==> src/rtl/intc_pkg.sv <==
package intc_pkg;
  localparam int NUM_BANKS = 3;
  localparam int BANK_W    = 32;
  localparam int NUM_SRC   = NUM_BANKS * BANK_W;
  localparam int VEC_W     = $clog2(NUM_SRC + 1);
  localparam int ADDR_W    = 8;
  localparam int DATA_W    = 32;

  localparam logic [ADDR_W-1:0] A_CTRL   = 8'h00;
  localparam logic [ADDR_W-1:0] A_ACTIVE = 8'h01;
  localparam logic [ADDR_W-1:0] A_MASK   = 8'h10;
  localparam logic [ADDR_W-1:0] A_MSET   = 8'h14;
  localparam logic [ADDR_W-1:0] A_MCLR   = 8'h18;
  localparam logic [ADDR_W-1:0] A_STEER  = 8'h80;

  localparam logic [VEC_W-1:0] VEC_NONE = '1;

  typedef struct packed {
    logic             valid;
    logic [VEC_W-1:0] vec;
  } irq_sel_t;
endpackage

==> src/rtl/intc_mask_bank.sv <==
module intc_mask_bank #(
  parameter int W = 32
) (
  input  logic         clk_i,
  input  logic         rst_ni,
  input  logic         wr_i,
  input  logic         set_i,
  input  logic         clr_i,
  input  logic [W-1:0] wdata_i,
  output logic [W-1:0] mask_o
);
  logic [W-1:0] mask_q;

  always_ff @(posedge clk_i or negedge rst_ni) begin
    if (!rst_ni)    mask_q <= '1;
    else if (wr_i)  mask_q <= wdata_i;
    else if (set_i) mask_q <= mask_q | wdata_i;
    else if (clr_i) mask_q <= mask_q & ~wdata_i;
  end

  assign mask_o = mask_q;
endmodule

==> src/rtl/intc_prio_enc.sv <==
module intc_prio_enc #(
  parameter int N     = 96,
  parameter int IDX_W = 7
) (
  input  logic [N-1:0]     req_i,
  output logic             found_o,
  output logic [IDX_W-1:0] idx_o
);
  // scan downward so the lowest set index is written last and wins
  always_comb begin
    found_o = 1'b0;
    idx_o   = '1;
    for (int i = N - 1; i >= 0; i--) begin
      if (req_i[i]) begin
        found_o = 1'b1;
        idx_o   = IDX_W'(i);
      end
    end
  end
endmodule

==> src/rtl/intc_irq_latch.sv <==
module intc_irq_latch
  import intc_pkg::*;
(
  input  logic             clk_i,
  input  logic             rst_ni,
  input  logic             ack_i,
  input  logic             found_i,
  input  logic [VEC_W-1:0] idx_i,
  output irq_sel_t         sel_o
);
  irq_sel_t sel_q;

  always_ff @(posedge clk_i or negedge rst_ni) begin
    if (!rst_ni) begin
      sel_q <= '{valid: 1'b0, vec: VEC_NONE};
    end else if (ack_i) begin
      sel_q <= '{valid: 1'b0, vec: VEC_NONE};
    end else if (!sel_q.valid && found_i) begin
      sel_q <= '{valid: 1'b1, vec: idx_i};
    end
  end

  assign sel_o = sel_q;
endmodule

==> src/rtl/banked_intc.sv <==
module banked_intc
  import intc_pkg::*;
#(
  parameter int BANKS = NUM_BANKS,
  parameter int BW    = BANK_W
) (
  input  logic                     clk_i,
  input  logic                     rst_ni,
  input  logic [BANKS*BW-1:0]      src_i,
  input  logic [ADDR_W-1:0]        addr_i,
  input  logic                     we_i,
  input  logic [DATA_W-1:0]        wdata_i,
  output logic [DATA_W-1:0]        rdata_o,
  output logic                     irq_o,
  output logic                     fiq_o
);
  localparam int NS = BANKS * BW;
  localparam int STEER_END = int'(A_STEER) + NS;

  logic [NS-1:0]   mask_all;
  logic [NS-1:0]   steer_q;
  logic [NS-1:0]   irq_req;
  logic [NS-1:0]   fiq_req;
  logic            irq_found;
  logic [VEC_W-1:0] irq_idx;
  logic [VEC_W-1:0] irq_vec;
  irq_sel_t        sel;
  logic            ack;
  logic            steer_hit;
  logic [ADDR_W-1:0] steer_idx;
  logic            fiq_q;

  assign ack       = we_i && (addr_i == A_CTRL) && wdata_i[0];
  assign steer_idx = addr_i - A_STEER;
  assign steer_hit = (int'(addr_i) >= int'(A_STEER)) && (int'(addr_i) < STEER_END);

  for (genvar b = 0; b < BANKS; b++) begin : g_bank
    logic hit_wr, hit_set, hit_clr;
    assign hit_wr  = we_i && (addr_i == A_MASK + ADDR_W'(b));
    assign hit_set = we_i && (addr_i == A_MSET + ADDR_W'(b));
    assign hit_clr = we_i && (addr_i == A_MCLR + ADDR_W'(b));

    intc_mask_bank #(.W(BW)) u_bank (
      .clk_i   (clk_i),
      .rst_ni  (rst_ni),
      .wr_i    (hit_wr),
      .set_i   (hit_set),
      .clr_i   (hit_clr),
      .wdata_i (wdata_i[BW-1:0]),
      .mask_o  (mask_all[b*BW +: BW])
    );
  end

  always_ff @(posedge clk_i or negedge rst_ni) begin
    if (!rst_ni) begin
      steer_q <= '0;
    end else if (we_i && steer_hit) begin
      steer_q[steer_idx] <= wdata_i[0];
    end
  end

  assign irq_req = src_i & ~mask_all & ~steer_q;
  assign fiq_req = src_i & ~mask_all &  steer_q;

  intc_prio_enc #(.N(NS), .IDX_W(VEC_W)) u_prio (
    .req_i   (irq_req),
    .found_o (irq_found),
    .idx_o   (irq_idx)
  );

  intc_irq_latch u_latch (
    .clk_i   (clk_i),
    .rst_ni  (rst_ni),
    .ack_i   (ack),
    .found_i (irq_found),
    .idx_i   (irq_idx),
    .sel_o   (sel)
  );

  assign irq_vec = sel.vec;

  always_ff @(posedge clk_i or negedge rst_ni) begin
    if (!rst_ni) fiq_q <= 1'b0;
    else         fiq_q <= |fiq_req;
  end

  always_comb begin
    rdata_o = '0;
    if (addr_i == A_ACTIVE) begin
      rdata_o[VEC_W:0] = {sel.valid, sel.vec};
    end else if (steer_hit) begin
      rdata_o[0] = steer_q[steer_idx];
    end else begin
      for (int b = 0; b < BANKS; b++) begin
        if (addr_i == A_MASK + ADDR_W'(b) || addr_i == A_MSET + ADDR_W'(b) ||
            addr_i == A_MCLR + ADDR_W'(b)) begin
          rdata_o[BW-1:0] = mask_all[b*BW +: BW];
        end
      end
    end
  end

  assign irq_o = sel.valid;
  assign fiq_o = fiq_q;
endmodule

==> config.mk <==
export PLATFORM = sky130hd
export DESIGN_NAME = banked_intc
export DESIGN_NICKNAME = d
export VERILOG_FILES = /design/src/rtl/intc_pkg.sv /design/src/rtl/intc_mask_bank.sv /design/src/rtl/intc_prio_enc.sv /design/src/rtl/intc_irq_latch.sv /design/src/rtl/banked_intc.sv
export SDC_FILE = /design/constraint.sdc
export NUM_CORES = 1
export LEC_CHECK = 0
export ABC_AREA = 1
export BUFFER_PORTS_ARGS = -buffer_cell sky130_fd_sc_hd__buf_2
export CAP_MARGIN = 30
export CELL_PAD_IN_SITES_DETAIL_PLACEMENT = 2
export CELL_PAD_IN_SITES_GLOBAL_PLACEMENT = 2
export CORE_MARGIN = 10
export CORE_UTILIZATION = 34
export DETAILED_ROUTE_END_ITERATION = 16
export GPL_ROUTABILITY_DRIVEN = 0
export PLACE_DENSITY_LB_ADDON = 0.15
export SLEW_MARGIN = 10
export SYNTH_ARGS = -nofsm -noshare
export SYNTH_HDL_FRONTEND = slang
export SYNTH_SLANG_ARGS = --single-unit
export TNS_END_PERCENT = 20
==> constraint.sdc <==
create_clock -name clk_i -period 6.7 [get_ports clk_i]
set_input_delay 1.34 -clock clk_i [delete_from_list [all_inputs] [get_ports clk_i]]
set_output_delay 1.34 -clock clk_i [all_outputs]
set_load 0.05 [all_outputs]
==> flow_summary.ini, run 1 <==
[floorplan]
ios = 173
die_w_um = 217
core_area_um2 = 38500
die_area_um2 = 47000
rows = 72
start_util = 0.342
die_h_um = 217

[critical_path]
startpoint = src_i[94]
r2r_cells = 98
slowest_stage = a21oi_2
startpoint_type = primary input
crit_top_cell = nand2_1
cp-end-kind = flop
cp.arrival_ns = 6.83
criticalPathCategory = primary input to flop
critPathMaxFanout = 2
slowest_delay_ns = 0.13
crit_required_ns = 7.18

[timing]
slew_viol_final = 0
min_period_ns = 6.35
hold_violations = 0
rsz0062_at_grt = true
tightest_slew_ns = 0.958
skew_ns = 0.0234
post-route-period-util = 0.948
fin_ws_ns = 0.348
fmax_mhz = 157
tns_ns = 0
finalSetupViolCount = 0
maxSlewHeadroom = 0.361

[hold_path]
hp-start = u_latch.sel_o[6]$_DFFE_PN1P_
min_path_type = flop to flop
hold_depth = 2

[placement]
dp_hpwl_um = 50900
portBuffers = 172
place_area_um2 = 14700
place_ws_ns = -0.186
placed_cells = 2431

[logic_synthesis]
yosysTopAreaCell = dfstp_2
synth_top_area_frac = 0.206
synth-seq-cells = 201
syn_area_um2 = 13200
synth_fp_nets = 1912
seq_area_frac_synth = 0.392
synth_cells = 1773
yosys_warnings = 0
synthTopCellsByArea = dfstp_2 (21%), dfrtp_1 (19%), nand2_1 (8.8%), a21oi_1 (5.9%), nor2_1 (5.7%)
syn_area_per_cell_um2 = 7.43
ys_types = 34

[clock_tree]
clkTransAtPathRegs_ns = 0.06
cts_setup_buffers = 0
cts_hold_buf = 0
clockBufferDepth = 3
cts_tree = built
cts.htree.levels = 1
insertion_delay_ns = 0.57
cts.sinks = 201
clock-root-buffer = clkbuf_16
numCtsBuffers = 26

[global_route]
grt_pass1_vias = 15700
track_usage = 0.281
grt_pass1_wl_um = 101000
antenna_found_initial = 4
grt-ovfl-total = 0
grt_max_degree = 107

[flow_run]
drv_cap = 0

[drt]
drc_errors = 0
vias = 14400
via_per_inst = 5.80
drt-total-wl_um = 67800
drtAntennaViolNets = 0
drt_iter0_markers = 1084
drtPass1Iterations = 5
wl_per_cell_um = 27.3

[cells_and_area]
nets = 2083
nFillCells = 4619
post-route-util = 0.406
design_area_um2 = 15600
fin_cells = 2482
area_growth_pct = 18.6
drive_gt1_frac = 0.273

[power_and_ir_drop]
power.leakage_nw = 7.33
power.density_nw_per_um2 = 234
vdd_drop_max_mv = 0.181

[status]
status = complete, no violations
==> cells in the final DEF, fill, tap and decap left out, drive strengths merged, types with 26 or more instances in the layout <==
master and n:
a21oi 157, a31oi 39, buf 209, clkbuf 43
dfrtp 98, dfstp 103, inv 270, nand2 310
nand3 174, nand3b 28, nand4 26, nor2 201
o21ai 133, o221ai 42, o22ai 65
==> cells in the mapped netlist <==
master,instances
dfstp_2,103
a221oi_1,8
nor3_1,9
nor2_1,201
o211ai_1,11
clkinv_1,3
o21bai_1,3
o221ai_1,42
a31oi_1,39
nand3b_2,15
mux2i_1,6
a21oi_1,156
a22oi_1,3
nand2_1,309
nand3_4,43
nand4_1,26
buf_1,2
a21oi_2,1
nand3_1,126
o22ai_1,65
nand3_2,5
o31ai_1,2
dfrtp_1,98
inv_1,169
a22o_1,1
clkbuf_1,65
nand3b_4,4
o21ai_1,40
nand2_2,1
inv_2,101
nor4_1,9
o2111ai_1,5
o21ai_0,93
nand3b_1,9
==> area by class of cell <==
cell class	count	area [um2]	share of cell area
Multi-Input combinational cell	1232	6780	0.434
Sequential cell	201	5160	0.330
Timing Repair Buffer	210	1210	0.0772
Inverter	273	1020	0.0656
Clock buffer	42	761	0.0487
Tap cell	518	648	0.0415
Clock inverter	5	36.3	0.00232
Antenna cell	1	2.50	0.000160
==> logic make-up (layout without fill, tap and decap cells) <==
| group | after synthesis | count (layout) | synth area share |
|---|---|---|---|
| multiplexers | 6 | 6 | 0.00456 |
| AO/OA/AOI/OAI | 469 | 469 | 0.208 |
| AND/OR/NAND/NOR | 757 | 757 | 0.299 |
| other | 0 | 1 | 0 |
| buffers and inverters | 340 | 530 | 0.0969 |
| flip-flops | 201 | 201 | 0.392 |
==> per-layer routing <==
layer	up-vias	GRT usage	share of wire
met5	-	0	0.00046
met4	4	0.0886	0.028
met3	116	0.0377	0.061
met2	460	0.474	0.48
met1	7445	0.367	0.43
li1	6380	-	-
==> path summary, 6_finish.rpt <==
| check | slack, ns | end |
|---|---|---|
| max in group asynchronous | 4.76 | steer_q[65]$_DFFE_PN0P_ |
| setup / recovery | 0.35 | u_latch.sel_o[0]$_DFFE_PN1P_ |
| hold / removal | 0.48 | u_latch.sel_o[6]$_DFFE_PN1P_ |
| min in group asynchronous | 0.65 | steer_q[75]$_DFFE_PN0P_ |
| hold reg to reg | 0.48 | u_latch.sel_o[6]$_DFFE_PN1P_ |
| setup reg to reg | 0.59 | u_latch.sel_o[0]$_DFFE_PN1P_ |
==> report_power, final <==
part	switching (mW)	internal, mW	total, mW
Clock	0.581	0.773	1.35
Sequential	0.0776	1.37	1.44
Combinational	0.603	0.247	0.850
==> worst max-delay path: cells and delay by family <==
family          cells  cell delay, ns
simple gates       96            5.26
buf+inv             1            0.10
compound gates      1            0.13
==> through the flow <==
step           hold slack [ns]  power [mW]
6_report                 0.483        3.65
3_5_place_dp             0.474        2.28
5_1_grt                  0.504        3.80
2_1_floorplan            0.446        1.92
3_3_place_gp             0.472        2.25
4_1_cts                  0.485        3.65
==> timing repair <==
| action | in CTS | in global routing |
|---|---|---|
| setup endpoints to repair | 0 | 1 |
| resized for setup | 0 | 13 |
| hold endpoints to repair | 0 | 0 |
Note: power is estimated with default switching activity, not from simulation.
==> inputs of run 2 (changes only) <==
PLACE_DENSITY = 0.85   (was not set)
PLACE_DENSITY_LB_ADDON = not set   (was 0.15)
==> run 2 against run 1 <==
Clock power increased by 9%. Sequential power about the same. Hold slack improved by 0.0069 ns. Highest routed layer unchanged. Sequential cell count unchanged.
==> flow_summary.ini, run 2 (synthesis results as in run 1) <==
[status]
status = complete, no violations

[clock_tree]
cts_setup_buffers = 0
clock-root-buffer = clkbuf_16
cts.sinks = 201
insertion_delay_ns = 0.55
clkTransAtPathRegs_ns = 0.06
ctsResizeCount = 0
cts_hold_buf = 0
numCtsBuffers = 26
cts_tree = built
cts.htree.levels = 1
clockBufferDepth = 3

[global_route]
track_usage = 0.286
grt_pass1_wl_um = 103000
gr-max-usage-layer = met2
grt_max_degree = 108
grt_use_met3 = 0.0546
grt_use_met1 = 0.352
antenna_found_initial = 4
grt-ovfl-total = 0
grtUsageMet2 = 0.479
grt_pass1_vias = 16500

[drt]
via_per_inst = 5.96
wl_per_cell_um = 28.0
drt-total-wl_um = 69300
drt_iter0_markers = 1185
drc_errors = 0
vias = 14800
drtAntennaViolNets = 0
drtPass1Iterations = 5

[timing]
fin_ws_ns = 0.144
skew_ns = 0.0112
tightest_slew_ns = 1.03
post-route-period-util = 0.978
finalSetupViolCount = 0
tns_ns = 0
maxSlewHeadroom = 0.314
hold_violations = 0
rsz0062_at_grt = true
min_period_ns = 6.56
slew_viol_final = 0
fmax_mhz = 153
hold_slack_ns = 0.489

[critical_path]
slowest_stage = a21oi_2
slowest_delay_ns = 0.12
crit_required_ns = 7.17
cp-end-kind = flop
crit_top_cell = nand2_1
startpoint_type = primary input
critPathMaxFanout = 2
criticalPathCategory = primary input to flop
critPathTopFamily = simple AND/OR/NAND/NOR gates
crit_buf_inv = 1
cp.arrival_ns = 7.03

[floorplan]
die_h_um = 217
start_util = 0.342
rows = 72
ios = 173
core_area_um2 = 38500
die_w_um = 217
die_area_um2 = 47000

[power_and_ir_drop]
power.leakage_nw = 7.32
power.share.switching = 0.337
vdd_drop_max_mv = 0.164
p_comb_frac = 0.227
total_power_mw = 3.77
power.density_nw_per_um2 = 241
p_clk_frac = 0.389
pwr-share-seq = 0.384
p_sw_mw = 1.27
p_int_mw = 2.50

[placement]
place_ws_ns = -0.399
portBuffers = 172
dp_hpwl_um = 49600

[cells_and_area]
layout_common_cells = nand2_1 (303), nor2_1 (200), buf_2 (169)
nets = 2076
nFillCells = 4524
seq_area_um2 = 5160
post-route-util = 0.406
drive_gt1_frac = 0.270
multiInputGateArea_um2 = 6790
final_common_cell = nand2_1
area_growth_pct = 18.7

[hold_path]
min_path_type = flop to flop

[flow_run]
drv_cap = 0
run 2: per-layer routing:
metal	wire length [um]	vias up	share of wire
met5	18	-	0.00026
met2	32900	594	0.48
li1	-	6362	-
met3	4600	202	0.066
met1	28600	7605	0.41
met4	3120	2	0.045
run 2: final cells by class:
cell class	instances	share of cell area
multi-input cells	1232	0.434
clock buffers	40	0.0483
flip-flops and latches	201	0.330
repair buffers	203	0.0721
diodes	4	0.000641
well taps	518	0.0415
inverters	273	0.0656
clock inverters	8	0.00737
run 2: power groups by stage:
stage | clock network (mW) | registers [mW] | logic (mW)
finish | 1.47 | 1.45 | 0.856
detailed placement | 0 | 1.46 | 0.819
floorplan | 0 | 1.43 | 0.482
global placement | 0 | 1.45 | 0.783
global route | 1.53 | 1.46 | 0.927
CTS | 1.48 | 1.44 | 0.834
run 2: per-stage QoR:
stage                     area (um2)  cells
after CTS                      15600   2475
after floorplan                13200   1773
after detailed placement       14700   2427
after global placement         14700   2426
after global routing           15600   2477
final                          15600   2479
run 2: worst paths after layout:
path,end,start,depth (start not counted),slack [ns]
setup / recovery,u_latch.sel_o[0]$_DFFE_PN1P_,src_i[94],98,0.14
hold / removal,u_latch.sel_o[6]$_DFFE_PN1P_,u_latch.sel_o[6]$_DFFE_PN1P_,2,0.49
setup reg to reg,u_latch.sel_o[0]$_DFFE_PN1P_,flop,98,0.42
hold reg to reg,u_latch.sel_o[6]$_DFFE_PN1P_,u_latch.sel_o[6]$_DFFE_PN1P_,2,0.49
max in group asynchronous,u_latch.sel_o[7]$_DFFE_PN0P_,rst_ni,2,4.71
min in group asynchronous,steer_q[80]$_DFFE_PN0P_,rst_ni,1,0.86
run 2: tightest hold or removal path, stage by stage (launching register included):
cell     delay [ns]
dfstp_2        0.36
inv_1          0.07
a21oi_1        0.06
==> inputs of run 3 (changes only) <==
SETUP_SLACK_MARGIN = 0.5   (was not set)
==> run 3 against run 2 <==
Cell count unchanged. Clock power about the same. Via count increased by 0.16%. Core utilization unchanged. Clock skew increased by 0.0035 ns. Final area unchanged. Sequential share of layout area unchanged. Sequential cell count unchanged. Non-clock buffer count unchanged. Die area unchanged. Power about the same.
==> flow_summary.ini, run 3 (synthesis results as in run 1) <==
[timing]
post-route-period-util = 0.983
slew_viol_final = 0
hold_slack_ns = 0.489
fmax_mhz = 152
maxSlewHeadroom = 0.301
rsz0062_at_grt = true
finalSetupViolCount = 0
min_period_ns = 6.59
skew_ns = 0.0148
hold_violations = 0
tightest_slew_ns = 1.04

[power_and_ir_drop]
total_power_mw = 3.77
p_int_mw = 2.50
p_sw_mw = 1.27
p_comb_frac = 0.227
p_clk_frac = 0.389
power.share.switching = 0.338
pwr-share-seq = 0.384
vdd_drop_max_mv = 0.164
power.leakage_nw = 7.32
power.density_nw_per_um2 = 241

[clock_tree]
cts.htree.levels = 1
cts_tree = built
cts_hold_buf = 0
clock-root-buffer = clkbuf_16
clkTransAtPathRegs_ns = 0.06
numCtsBuffers = 26
insertion_delay_ns = 0.55
cts.sinks = 201
clockBufferDepth = 3

[cells_and_area]
final_common_cell = nand2_1
design_area_um2 = 15600
fin_cells = 2479
drive_gt1_frac = 0.270
post-route-util = 0.406
nets = 2076
area_growth_pct = 18.7
layout_common_cells = nand2_1 (303), nor2_1 (200), buf_2 (169)

[floorplan]
die_w_um = 217
die_area_um2 = 47000
core_area_um2 = 38500
die_h_um = 217
ios = 173
start_util = 0.342
rows = 72

[drt]
via_per_inst = 5.97
wl_per_cell_um = 28.0
vias = 14800
drc_errors = 0
drt_iter0_markers = 1181
drt-total-wl_um = 69400
drtPass1Iterations = 5
drtAntennaViolNets = 0

[placement]
placed_cells = 2427
place_area_um2 = 14700
dp_hpwl_um = 49600
portBuffers = 172

[critical_path]
cp-end-kind = flop
cp.arrival_ns = 7.06
criticalPathCategory = primary input to flop
r2r_cells = 98
slowest_stage = a21oi_2
r2r-end = u_latch.sel_o[0]$_DFFE_PN1P_
crit_buf_inv = 1
r2r_setup_slack_ns = 0.39
crit_required_ns = 7.17
startpoint_type = primary input
slowest_delay_ns = 0.12
crit_top_cell = nand2_1
cp.depth = 98
critPathMaxFanout = 2
critPathTopFamily = simple AND/OR/NAND/NOR gates

[hold_path]
whs_endpoint = u_latch.sel_o[6]$_DFFE_PN1P_
min_path_type = flop to flop
hp-start = u_latch.sel_o[6]$_DFFE_PN1P_
hold_depth = 2

[flow_run]
drv_cap = 0

[global_route]
grt_pass1_wl_um = 104000
grt_max_degree = 108
grt_pass1_vias = 16500
grt-ovfl-total = 0
antenna_found_initial = 4
track_usage = 0.287

[status]
status = complete, no violations
==> run 3: cell counts in the layout (fill, tap and decap cells not counted) <==
Identical to the previous run, type by type.
==> run 3: cell type report <==
type	instances	area, um2
antenna	4	10.0
clock buffer	40	754
clock inverter	8	115
fill	4514	22800
inverter	273	1020
multi-input combinational	1232	6790
sequential	201	5160
tap	518	648
timing repair buffer	203	1130
==> run 3: worst min-delay path, stage by stage (launching register included) <==
cell and delay [ns]:
dfstp_2 0.36, inv_1 0.07, a21oi_1 0.06
==> run 3: metal layers <==
layer / track usage / vias to the layer above / part of all wire / routed length (um)
met3: 0.0553 / 163 / 0.066 / 4570
met4: 0.128 / 2 / 0.039 / 2730
met2: 0.479 / 599 / 0.48 / 33400
li1: - / 6373 / - / -
met5: 0 / - / 0.00027 / 19
met1: 0.353 / 7652 / 0.41 / 28600
==> run 3: stage by stage <==
step	TNS [ns]	setup WS [ns]
finish	0	0.112
global route	-0.666	-0.666
detailed placement	-0.399	-0.399
CTS	0	0.191
global placement	-0.0886	-0.0886
floorplan	0	1.13
==> run 3: worst max-delay path by stage <==
stage               from                            to  slack, ns
3_3_place_gp   src_i[94]  u_latch.sel_o[0]$_DFFE_PN1P_      -0.09
2_1_floorplan  src_i[94]  u_latch.sel_o[0]$_DFFE_PN1P_       1.13
5_1_grt        src_i[94]  u_latch.sel_o[0]$_DFFE_PN1P_      -0.67
6_report       src_i[94]  u_latch.sel_o[0]$_DFFE_PN1P_       0.11
4_1_cts        src_i[93]  u_latch.sel_o[0]$_DFFE_PN1P_       0.19
3_5_place_dp   src_i[94]  u_latch.sel_o[0]$_DFFE_PN1P_      -0.40
==> run 3: power by group through the flow <==
| stage | logic [mW] | registers [mW] | clock network [mW] |
|---|---|---|---|
| global placement | 0.783 | 1.45 | 0 |
| detailed placement | 0.819 | 1.46 | 0 |
| CTS | 0.837 | 1.44 | 1.48 |
| floorplan | 0.482 | 1.43 | 0 |
| global route | 0.927 | 1.46 | 1.53 |
| finish | 0.856 | 1.45 | 1.47 |
==> run 3: repair_timing <==
item	4_1_cts	5_1_grt
gates cloned	0	0
endpoints found under the setup margin	1	1
pin swaps	0	1
setup buffers	0	0
gates resized for setup	6	5
